## config.mk

```make
export PLATFORM = sky130hd
export DESIGN_NAME = ldst_align
export DESIGN_NICKNAME = d
export VERILOG_FILES = /design/src/rtl/ldst_align.sv
export SDC_FILE = /design/constraint.sdc
export NUM_CORES = 1
export LEC_CHECK = 0
export BUFFER_PORTS_ARGS = -buffer_cell sky130_fd_sc_hd__buf_2
export CAP_MARGIN = 20
export CORE_ASPECT_RATIO = 1.1
export CORE_MARGIN = 2
export CORE_UTILIZATION = 47
export CTS_CLUSTER_SIZE = 25
export DETAILED_ROUTE_END_ITERATION = 8
export PLACE_DENSITY = 0.77
export SLEW_MARGIN = 0
export SYNTH_ARGS = -nofsm -noshare
export SYNTH_HDL_FRONTEND = slang
export SYNTH_SLANG_ARGS = --single-unit
export TNS_END_PERCENT = 50
```

## constraint.sdc

```tcl
create_clock -name clk -period 5.8 [get_ports clk]
set_input_delay 1.16 -clock clk [delete_from_list [all_inputs] [get_ports clk]]
set_output_delay 1.16 -clock clk [all_outputs]
set_load 0.01 [all_outputs]
```

## src/rtl/ldst_align.sv

```systemverilog
module ldst_align #(
  parameter int ADDR_W = 32,
  parameter int IMM_W  = 16,
  parameter int RIDX_W = 6
) (
  input  logic              clk,
  input  logic              rst_n,
  input  logic              req_valid_i,
  input  logic [5:0]        opcode_i,
  input  logic [ADDR_W-1:0] base_i,
  input  logic [IMM_W-1:0]  imm_i,
  input  logic [RIDX_W-1:0] reg_idx_i,
  input  logic [31:0]       store_data_i,
  output logic              mem_valid_o,
  output logic              mem_write_o,
  output logic [ADDR_W-1:0] mem_addr_o,
  output logic [31:0]       mem_wdata_o,
  output logic [3:0]        mem_be_o,
  output logic              trap_o,
  output logic              illegal_o,
  input  logic              rdata_valid_i,
  input  logic [31:0]       rdata_i,
  output logic              ld_valid_o,
  output logic [RIDX_W-1:0] ld_dest_o,
  output logic [31:0]       ld_data_o
);
  localparam int EXT_W = ADDR_W - IMM_W;

  logic [ADDR_W-1:0] ea;
  logic [1:0]        size;
  logic              is_ld, is_st, sgn, known, mis;
  logic [3:0]        be;
  logic [31:0]       wd;

  assign ea = base_i + {{EXT_W{imm_i[IMM_W-1]}}, imm_i};

  always_comb begin
    is_ld = 1'b0;
    is_st = 1'b0;
    sgn   = 1'b0;
    size  = 2'd0;
    case (opcode_i)
      6'd0:  begin is_ld = 1'b1; sgn = 1'b1; size = 2'd0; end
      6'd1:  begin is_ld = 1'b1; sgn = 1'b1; size = 2'd1; end
      6'd2:  begin is_ld = 1'b1; size = 2'd2; end
      6'd4:  begin is_ld = 1'b1; size = 2'd0; end
      6'd5:  begin is_ld = 1'b1; size = 2'd1; end
      6'd32: begin is_st = 1'b1; size = 2'd0; end
      6'd33: begin is_st = 1'b1; size = 2'd1; end
      6'd34: begin is_st = 1'b1; size = 2'd2; end
      default: ;
    endcase
  end

  assign known = is_ld | is_st;
  assign mis   = (size == 2'd1 && ea[0]) || (size == 2'd2 && ea[1:0] != 2'b00);

  always_comb begin
    case (size)
      2'd0:    begin be = 4'b0001 << ea[1:0]; wd = {4{store_data_i[7:0]}}; end
      2'd1:    begin be = 4'b0011 << ea[1:0]; wd = {2{store_data_i[15:0]}}; end
      default: begin be = 4'b1111;            wd = store_data_i; end
    endcase
    if (!is_st) be = 4'b0000;
  end

  logic [1:0]        c_size, c_lane;
  logic              c_sgn;
  logic [RIDX_W-1:0] c_dest;

  always_ff @(posedge clk) begin
    if (!rst_n) begin
      mem_valid_o <= 1'b0;
      mem_write_o <= 1'b0;
      mem_addr_o  <= '0;
      mem_wdata_o <= '0;
      mem_be_o    <= '0;
      trap_o      <= 1'b0;
      illegal_o   <= 1'b0;
      c_size      <= '0;
      c_lane      <= '0;
      c_sgn       <= 1'b0;
      c_dest      <= '0;
    end else begin
      mem_valid_o <= req_valid_i && known && !mis;
      trap_o      <= req_valid_i && known && mis;
      illegal_o   <= req_valid_i && !known;
      mem_write_o <= req_valid_i && is_st;
      mem_addr_o  <= ea;
      mem_wdata_o <= is_st ? wd : 32'd0;
      mem_be_o    <= req_valid_i ? be : 4'b0000;
      if (req_valid_i && is_ld && !mis) begin
        c_size <= size;
        c_lane <= ea[1:0];
        c_sgn  <= sgn;
        c_dest <= reg_idx_i;
      end
    end
  end

  logic [31:0] sh, ext;
  assign sh = rdata_i >> {c_lane, 3'b000};

  always_comb begin
    case (c_size)
      2'd0:    ext = {{24{c_sgn & sh[7]}}, sh[7:0]};
      2'd1:    ext = {{16{c_sgn & sh[15]}}, sh[15:0]};
      default: ext = rdata_i;
    endcase
  end

  always_ff @(posedge clk) begin
    if (!rst_n) begin
      ld_valid_o <= 1'b0;
      ld_dest_o  <= '0;
      ld_data_o  <= '0;
    end else begin
      ld_valid_o <= rdata_valid_i;
      if (rdata_valid_i) begin
        ld_dest_o <= c_dest;
        ld_data_o <= ext;
      end
    end
  end
endmodule


```

==> results of run 1 <==
==> logic make-up (layout without fill, tap and decap cells) <==
logic type | after synthesis | after routing | synth area share
DFF | 122 | 122 | 0.3932
AOI/OAI and AO/OA | 235 | 235 | 0.2342
buffers and inverters | 55 | 286 | 0.03464
muxes | 35 | 35 | 0.05841
xor gates and xnor gates | 23 | 23 | 0.03243
and+or+nand+nor | 231 | 231 | 0.1815
adders and majority gates | 32 | 32 | 0.06566
==> cell usage in the layout, fill, tap and decap left out, types with 3 or more instances in the layout <==
master,n
a21oi_1,95
o21a_1,5
a21o_1,9
xnor2_1,14
a22oi_1,16
nand2_1,94
o221ai_1,7
a21boi_0,9
nor2b_1,20
a31oi_1,5
ha_1,31
inv_1,12
inv_6,7
xor2_1,9
and3_1,16
dfxtp_1,122
o211ai_1,6
nor3_1,8
a211oi_1,5
o21bai_1,6
clkbuf_16,17
nand2b_1,7
bufinv_16,3
and2_1,27
mux2i_1,34
buf_4,3
nand4_1,8
nor2_1,32
o21ai_0,54
buf_2,238
nand3_1,9
==> tightest hold or removal path: cells and delay by family (launching register included) <==
family | cells | cell delay, ns
flip-flops | 1 | 0.30
AND/OR/NAND/NOR | 1 | 0.05
AO/OA/AOI/OAI | 1 | 0.06
==> sequential cells by signal (all words and copies together), names as in the netlist <==
name	cells
trap_o	1
ld_dest_o	6
c_dest	6
c_sgn	1
c_lane	2
ld_valid_o	1
mem_addr_o	32
c_size	2
mem_write_o	1
ld_data_o	32
mem_wdata_o	32
illegal_o	1
mem_valid_o	1
mem_be_o	4
==> layout make-up <==
type                    instances  area (µm²)  area share
multi-input cells             556        3555      0.4397
flip-flops and latches        122        2442      0.3021
repair buffers                241        1214      0.1501
clock buffers                  17       425.4     0.05262
well taps                     161       201.4     0.02492
clock inverters                15       197.7     0.02445
inverters                      13       48.80    0.006036
==> metal layers <==
metal  part of all wire  vias to the layer above  GRT usage
li1                   -                     3065          -
met1               0.43                     2859     0.3029
met2               0.49                      250     0.4167
met3              0.055                       37    0.03990
met4              0.025                        0    0.09900
met5                  0                        -          0
==> through the flow <==
| step | hold slack [ns] | util |
|---|---|---|
| after CTS | 0.4769 | 0.6196 |
| after floorplan | 0.4854 | - |
| final | 0.4721 | 0.6196 |
| after global placement | 0.4561 | 0.5713 |
| after detailed placement | 0.4659 | 0.5718 |
| after global routing | 0.4965 | 0.6196 |
==> power breakdown <==
part | switching, mW | internal [mW]
registers | 0.0163 | 0.884
logic | 0.237 | 0.181
clock network | 0.424 | 0.692
==> worst max-delay path by stage <==
stage                                end
after floorplan           mem_addr_o[16]
after global placement             c_sgn
after detailed placement       c_lane[0]
after CTS                      c_dest[5]
after global routing               c_sgn
final                          c_dest[5]
==> impl_metrics.csv, run 1 <==
group,metric,value,unit
setup_path,cp_slowest_cell,"o2111ai_2",
hold_path,holdCritStartpoint,"ld_data_o[6]",
logic_synthesis,synth_nets,893,
clock_tree,clk_pin_slew,0.06,ns
placement,place_inst,1093,
logic_synthesis,synth_area_leaders,"dfxtp_1 39%, a21oi_1 7.7%, ha_1 6.2%, nand2_1 5.7%, mux2i_1 5.5%",
logic_synthesis,syn_area,0.006212,mm²
setup_path,crit_path_end_kind,"flop",
detailed_routing,initialDrtViolationCount,569,
sta,worst_pin_slew,1.021,ns
power_and_ir_drop,p_total,2.434,mW
clock_tree,htreeDepth,4,
finish,syn2layout_area_growth,30.13,%
logic_synthesis,synth.avg_cell_area,8.475,µm²
setup_path,cp_cell_sequence,"buf_2, nor4_1, and2_1, nor2_1, o2111ai_2, mux2i_1, nor2b_1",
finish,finish.instance_area,0.008084,mm²
sta,rsz0062_at_grt,"no",
setup_path,r2r-end,"ld_data_o[20]",
setup_path,r2r_slack,3.20,ns
clock_tree,clock_latency,0.41,ns
setup_path,worstRegToRegCells,8,
sta,fin_crit,3.479,ns
setup_path,r2r_start,"c_lane[0]",
logic_synthesis,ys_async_sr_fraction,0,
detailed_routing,wl_per_cell,15.59,µm
floorplan,die-width,113.6,µm
logic_synthesis,synth-seq-cells,122,
sta,hold_viol,0,
hold_path,hold_depth,2,
outcome,status,"finished, final reports clean",
global_routing,gr-usage-all-layers,0.2435,
floorplan,core-area,0.01305,mm²
sta,fin_skew,0.008913,ns
floorplan,die_h,124.6,µm
hold_path,hold_end,"ld_data_o[6]",
placement,dpl_worst_slack,1.932,ns
finish,fin_cells,1125,
clock_tree,tritoncts,"built",
floorplan,std_cell_rows,44,
finish,diodes,0,
clock_tree,root_buffer,"clkbuf_16",
setup_path,path_depth,7,
logic_synthesis,syn_inst,733,
logic_synthesis,yosysTopAreaCellShare,0.3932,
power_and_ir_drop,ir_worst_vdd,0.0001539,V
setup_path,cp_max_fo,20,
detailed_routing,vias,6211,
floorplan,start_util,0.4761,
finish,layout-drive-gt1-share,0.2936,
logic_synthesis,synth_common_cells,"122 x dfxtp_1, 95 x a21oi_1, 94 x nand2_1",
detailed_routing,drc,0,
global_routing,antenna_found_initial,0,
sta,setup_viol,0,
clock_tree,hold_buffers,0,
global_routing,grt_max_degree,63,
clock_tree,cts_buffer_depth,2,
setup_path,crit_family,"simple AND/OR/NAND/NOR gates",
logic_synthesis,synth_warnings,0,
detailed_routing,routed_wl,17540,µm
setup_path,cp-startpoint,"opcode_i[0]",
placement,dpl_cell_area,0.007461,mm²
power_and_ir_drop,total_leakage_power,3.808,nW
setup_path,critPathBufInv,1,
setup_path,slowest_delay,0.81,ns
global_routing,first_global_vias,5793,
sta,max_freq,0.2874,GHz
detailed_routing,detail_route.vias_per_cell,5.521,
placement,gp_congestion,0.8872,
setup_path,cp.arrival,3.77,ns
clock_tree,cts_setup_buffers,0,
flow_run,cap_violations,0,
finish,fin_nets,1111,
hold_path,hold_class,"reg2reg",
sta,period_share,0.5998,
placement,hpwl,13120,µm
finish,fillCellCount,1148,
power_and_ir_drop,powerDensity,301.1,mW/mm²
floorplan,die_area,0.01415,mm²
placement,io_buffers,238,
logic_synthesis,synth_cell_types,55,
detailed_routing,postRouteAntennaNets,0,
sta,maxSlewViolCount,0,
clock_tree,cts.sinks,122,
logic_synthesis,yosysMostFrequentCell,"dfxtp_1",
global_routing,grt_pass1_wl,27990,µm
sta,slew_headroom,0.3184,
clock_tree,cts_buffers,17,
setup_path,critPathKind,"in2reg",
setup_path,worst_ep_required_time,6.09,ns
sta,finalWorstSetupSlack,2.321,ns
floorplan,boundaryPins,239,
logic_synthesis,ys_seq_area_frac,0.3932,
logic_synthesis,ys.flop_type,"dfxtp_1",
setup_path,critPathLaunchType,"input port",
logic_synthesis,synth_top_area_cell,"dfxtp_1",
clock_tree,ctsResizeCount,0,
detailed_routing,dr.pass1.iters,5,
global_routing,overflow,0,
logic_synthesis,synth_edf_count,0,
sta,setup_tns,0,ns
Note: power is estimated with default switching activity, not from simulation.
==> inputs of run 2 (changes only) <==
==> constraint.sdc (replaced) <==
create_clock -name clk -period 3.65 [get_ports clk]
set_input_delay 0.73 -clock clk [delete_from_list [all_inputs] [get_ports clk]]
set_output_delay 0.73 -clock clk [all_outputs]
set_load 0.01 [all_outputs]
==> run 2 against run 1 <==
Net effect:
- critical path depth is 3 higher
- via count is 1.1% lower
- global-route usage is 0.10 points lower
- combinational power is 61% higher
- clock skew hardly changed
- sequential cell count stayed put
- count of clock-buffer cells in the layout stayed put
- setup slack worse by 1.5 ns
- cell area is 0.51% higher
- sequential power is 59% higher
- hold slack hardly changed
- critical path type unchanged
==> impl_metrics.csv, run 2 (synthesis results as in run 1) <==
group,metric,value,unit
detailed_routing,detail_route.vias_per_cell,5.435,
setup_path,r2r-end,"ld_data_o[11]",
hold_path,holdCritStartpoint,"ld_data_o[5]",
sta,setup_tns,0,ns
global_routing,gr-usage-all-layers,0.2425,
sta,slew_headroom,0.4663,
clock_tree,clk_pin_slew,0.06,ns
setup_path,worst_ep_required_time,3.98,ns
power_and_ir_drop,p_total,3.839,mW
power_and_ir_drop,p_sw_frac,0.2746,
flow_run,cap_violations,0,
setup_path,cp.arrival,3.14,ns
power_and_ir_drop,p_sw,1.054,mW
sta,fin_skew,0.009344,ns
finish,final_common_cell,"buf_2",
clock_tree,hold_buffers,0,
clock_tree,htreeDepth,4,
detailed_routing,vias,6141,
sta,hold_viol,0,
finish,top_regs,"ld_data_o: 32 flops, mem_addr_o: 32 flops, mem_wdata_o: 32 flops",
power_and_ir_drop,total_leakage_power,3.833,nW
sta,rsz0062_at_grt,"no",
placement,gp_congestion,0.9195,
clock_tree,ctsResizeCount,0,
floorplan,die_h,124.6,µm
hold_path,hold_end,"ld_data_o[5]",
finish,fin_cells,1130,
setup_path,worstRegToRegCells,4,
clock_tree,cts_buffers,17,
floorplan,std_cell_rows,44,
clock_tree,cts.sinks,122,
clock_tree,cts_buffer_depth,2,
setup_path,crit_path_end_kind,"flop",
floorplan,boundaryPins,239,
sta,finalWorstSetupSlack,0.8401,ns
global_routing,grt_max_degree,51,
outcome,status,"finished, final reports clean",
clock_tree,tritoncts,"built",
floorplan,core-area,0.01305,mm²
finish,final_core_util,0.6227,
finish,final_cell_mix,"238 x buf_2, 122 x dfxtp_1, 95 x a21oi_1, 94 x nand2_1, 54 x o21ai_0",
clock_tree,cts_setup_buffers,0,
power_and_ir_drop,intPower,2.785,mW
hold_path,hold_depth,2,
power_and_ir_drop,pwr-share-seq,0.372,
placement,dpl_cell_area,0.007511,mm²
detailed_routing,dr.pass1.iters,5,
clock_tree,root_buffer,"clkbuf_16",
floorplan,start_util,0.4761,
sta,max_freq,0.3559,GHz
floorplan,die-width,113.6,µm
power_and_ir_drop,power_frac_clock,0.453,
sta,fin_crit,2.810,ns
finish,fin_nets,1116,
placement,io_buffers,238,
finish,finish.instance_area,0.008125,mm²
power_and_ir_drop,ir_worst_vdd,0.0003095,V
setup_path,cp_max_fo,3,
hold_path,hold_class,"reg2reg",
sta,worst_pin_slew,0.7986,ns
finish,layout-drive-gt1-share,0.2972,
global_routing,grt_pass1_wl,27700,µm
detailed_routing,postRouteAntennaNets,0,
placement,dpl_worst_slack,0.4192,ns
global_routing,antenna_found_initial,1,
power_and_ir_drop,comb_power_share,0.175,
sta,setup_viol,0,
sta,period_share,0.7698,
detailed_routing,drc,0,
setup_path,r2r_slack,1.46,ns
detailed_routing,routed_wl,17490,µm
clock_tree,clock_latency,0.41,ns
detailed_routing,initialDrtViolationCount,408,
detailed_routing,wl_per_cell,15.48,µm
placement,place_inst,1098,
global_routing,first_global_vias,5648,
floorplan,die_area,0.01415,mm²
power_and_ir_drop,powerDensity,472.4,mW/mm²
setup_path,r2r_start,"c_lane[0]",
sta,maxSlewViolCount,0,
sta,whs,0.4720,ns
finish,syn2layout_area_growth,30.80,%
setup_path,critPathLaunchType,"input port",
setup_path,critPathKind,"in2reg",
finish,diodes,0,
global_routing,overflow,0,
placement,hpwl,13110,µm
run 2: layout make-up:
class,count,area [µm²]
Fill cell,1164,4922
Multi-Input combinational cell,556,3555
Clock inverter,15,188.9
Timing Repair Buffer,246,1264
Sequential cell,122,2442
Inverter,13,48.80
Tap cell,161,201.4
Clock buffer,17,425.4
run 2: critical path, cell delays in order:
cell and delay, ns:
buf_2 0.10, ha_1 0.22, fa_1 0.42, a21o_1 0.23
a221oi_2 0.28, o21ai_2 0.13, a221o_2 0.39, a211oi_2 0.30
o21ai_0 0.15, mux2i_1 0.19
run 2: worst max-delay path by stage:
| stage | from | to | slack (ns) | depth (start not counted) |
|---|---|---|---|---|
| floorplan | base_i[0] | mem_addr_o[16] | 0.66 | 9 |
| global placement | base_i[0] | mem_addr_o[28] | 0.47 | 10 |
| global route | base_i[0] | mem_addr_o[28] | 0.74 | 10 |
| detailed placement | base_i[0] | mem_addr_o[28] | 0.42 | 10 |
| finish | base_i[0] | mem_addr_o[28] | 0.84 | 10 |
| CTS | base_i[0] | mem_addr_o[28] | 0.84 | 10 |
run 2: per-layer routing:
layer | part of all wire | global-route usage | up-vias | routed length [µm]
met5 | 0.00063 | 0 | - | 11
met4 | 0.022 | 0.07963 | 2 | 380
met3 | 0.064 | 0.05353 | 30 | 1112
met2 | 0.49 | 0.4174 | 229 | 8541
met1 | 0.43 | 0.2989 | 2804 | 7445
li1 | - | - | 3076 | -
run 2: power by group through the flow:
stage | sequential (mW) | combinational, mW | clock (mW)
final | 1.43 | 0.672 | 1.74
after global routing | 1.43 | 0.742 | 1.82
after CTS | 1.43 | 0.670 | 1.77
after detailed placement | 1.46 | 0.666 | 0
after global placement | 1.46 | 0.660 | 0
after floorplan | 1.49 | 0.376 | 0
==> inputs of run 3 (changes only) <==
==> constraint.sdc (replaced) <==
create_clock -name clk -period 2.7 [get_ports clk]
set_input_delay 0.54 -clock clk [delete_from_list [all_inputs] [get_ports clk]]
set_output_delay 0.54 -clock clk [all_outputs]
set_load 0.01 [all_outputs]
==> run 3 against run 2 <==
Net effect:
- critical path depth stayed put
- via count up 3.3%
- register-to-register slack lost 0.73 ns
- power increased by 37%
- hold slack got worse by 0.090 ns
- critical path type unchanged
- sequential cell count unchanged
- global-route usage increased by 1.4 points
- clock skew fell by 0.0026 ns
- core utilization up 2.8 points
- count of clock-buffer cells in the layout is the same
- critical endpoint unchanged
- sequential power up 35%
- final cell count increased by 4.2%
==> impl_metrics.csv, run 3 (synthesis results as in run 1) <==
group,metric,value,unit
sta,fin_crit,2.513,ns
hold_path,hold_end,"mem_wdata_o[18]",
global_routing,overflow,0,
clock_tree,clk_pin_slew,0.06,ns
finish,fin_nets,1161,
setup_path,slowest_delay,0.41,ns
detailed_routing,detail_route.vias_per_cell,5.390,
hold_path,hold_class,"in2reg",
hold_path,hold_depth,3,
power_and_ir_drop,ir_worst_vdd,0.0003580,V
clock_tree,ctsResizeCount,0,
floorplan,die_h,124.6,µm
power_and_ir_drop,powerDensity,620.5,mW/mm²
setup_path,cp_slowest_cell,"a221o_2",
finish,syn2layout_area_growth,36.78,%
finish,finish.instance_area,0.008497,mm²
clock_tree,hold_buffers,0,
finish,final_common_cell,"buf_2",
global_routing,first_global_vias,6174,
sta,fin_skew,0.006723,ns
sta,max_freq,0.3980,GHz
setup_path,worst_ep_required_time,2.98,ns
power_and_ir_drop,total_leakage_power,4.051,nW
detailed_routing,wl_per_cell,15.39,µm
detailed_routing,initialDrtViolationCount,338,
placement,gp_congestion,0.9241,
global_routing,grt_pass1_wl,29380,µm
sta,worst_pin_slew,0.8042,ns
setup_path,path_depth,10,
floorplan,die_area,0.01415,mm²
placement,dpl_cell_area,0.007875,mm²
setup_path,critPathKind,"in2reg",
finish,top_regs,"ld_data_o: 32 flops, mem_addr_o: 32 flops, mem_wdata_o: 32 flops",
finish,fin_cells,1177,
sta,hold_viol,0,
global_routing,grt_max_degree,56,
floorplan,die-width,113.6,µm
sta,slew_headroom,0.4619,
finish,final_cell_mix,"238 x buf_2, 122 x dfxtp_1, 95 x a21oi_1, 94 x nand2_1, 54 x o21ai_0",
clock_tree,cts_setup_buffers,0,
floorplan,start_util,0.4761,
setup_path,crit_path_end_kind,"flop",
global_routing,antenna_found_initial,2,
placement,place_inst,1143,
detailed_routing,vias,6344,
clock_tree,tritoncts,"built",
floorplan,core-area,0.01305,mm²
sta,rsz0062_at_grt,"no",
sta,setup_viol,0,
clock_tree,clock_latency,0.40,ns
setup_path,r2r_slack,0.73,ns
setup_path,r2r_start,"c_lane[1]",
setup_path,cp.arrival,2.79,ns
sta,whs,0.3823,ns
setup_path,critPathLaunchType,"input port",
clock_tree,cts.sinks,122,
setup_path,cp_cell_sequence,"buf_2, ha_4, fa_2, a21o_1, a221oi_4, o21ai_2, a221o_2, a211oi_2, o21ai_0, mux2i_1",
detailed_routing,postRouteAntennaNets,0,
setup_path,worstRegToRegCells,9,
floorplan,boundaryPins,239,
global_routing,gr-usage-all-layers,0.2566,
setup_path,cp_max_fo,3,
sta,period_share,0.9307,
setup_path,r2r-end,"ld_data_o[25]",
detailed_routing,drc,0,
placement,io_buffers,238,
flow_run,cap_violations,0,
setup_path,critPathBufInv,1,
placement,hpwl,13870,µm
sta,maxSlewViolCount,0,
finish,fillCellCount,1150,
clock_tree,root_buffer,"clkbuf_16",
clock_tree,cts_buffer_depth,2,
floorplan,std_cell_rows,44,
detailed_routing,dr.pass1.iters,5,
detailed_routing,routed_wl,18120,µm
clock_tree,htreeDepth,4,
outcome,status,"finished, final reports clean",
clock_tree,cts_buffers,17,
setup_path,crit_family,"compound AO/OA/AOI/OAI gates",
hold_path,holdCritStartpoint,"store_data_i[18]",
finish,layout-drive-gt1-share,0.3304,
finish,final_core_util,0.6512,
[run 3: layout make-up]
cell class / instances / area [µm²] / area share
multi-input cells: 556 / 3581 / 0.4214
clock buffers: 17 / 425.4 / 0.05007
well taps: 161 / 201.4 / 0.02371
clock inverters: 15 / 191.4 / 0.02253
diodes: 2 / 5.005 / 0.0005890
inverters: 13 / 48.80 / 0.005743
repair buffers: 291 / 1602 / 0.1885
flip-flops and latches: 122 / 2442 / 0.2874
[run 3: tightest hold or removal path, stage by stage]
cell and delay (ns):
buf_2 0.10, nand2_1 0.05, a21oi_1 0.05
[run 3: worst max-delay path by stage]
| stage | from | to |
|---|---|---|
| 2_1_floorplan | base_i[0] | mem_addr_o[16] |
| 3_3_place_gp | base_i[0] | mem_addr_o[28] |
| 3_5_place_dp | base_i[0] | mem_addr_o[28] |
| 4_1_cts | base_i[0] | mem_addr_o[28] |
| 5_1_grt | base_i[0] | mem_addr_o[30] |
| 6_report | base_i[0] | mem_addr_o[28] |
[run 3: power by group]
part | internal [mW] | total (mW) | switching [mW] | leakage [nW]
combinational | 0.471 | 1.01 | 0.539 | 2.76
sequential | 1.90 | 1.93 | 0.0320 | 0.999
clock | 1.47 | 2.33 | 0.860 | 0.296
total | 3.84 | 5.27 | 1.43 | 4.05
[run 3: metrics by stage]
stage,power (mW),setup slack (ns),TNS [ns]
after global placement,2.961,-0.1923,-0.5495
after floorplan,2.533,0.006634,0
after CTS,5.307,0.2090,0
after global routing,5.496,0.09596,0
after detailed placement,2.975,-0.2088,-0.8308
final,5.272,0.1872,0
[run 3: per-layer routing]
metal,GRT usage,share of wire
met1,0.3042,0.41
met4,0.1212,0.043
met3,0.04136,0.059
met5,0,0
met2,0.4484,0.49
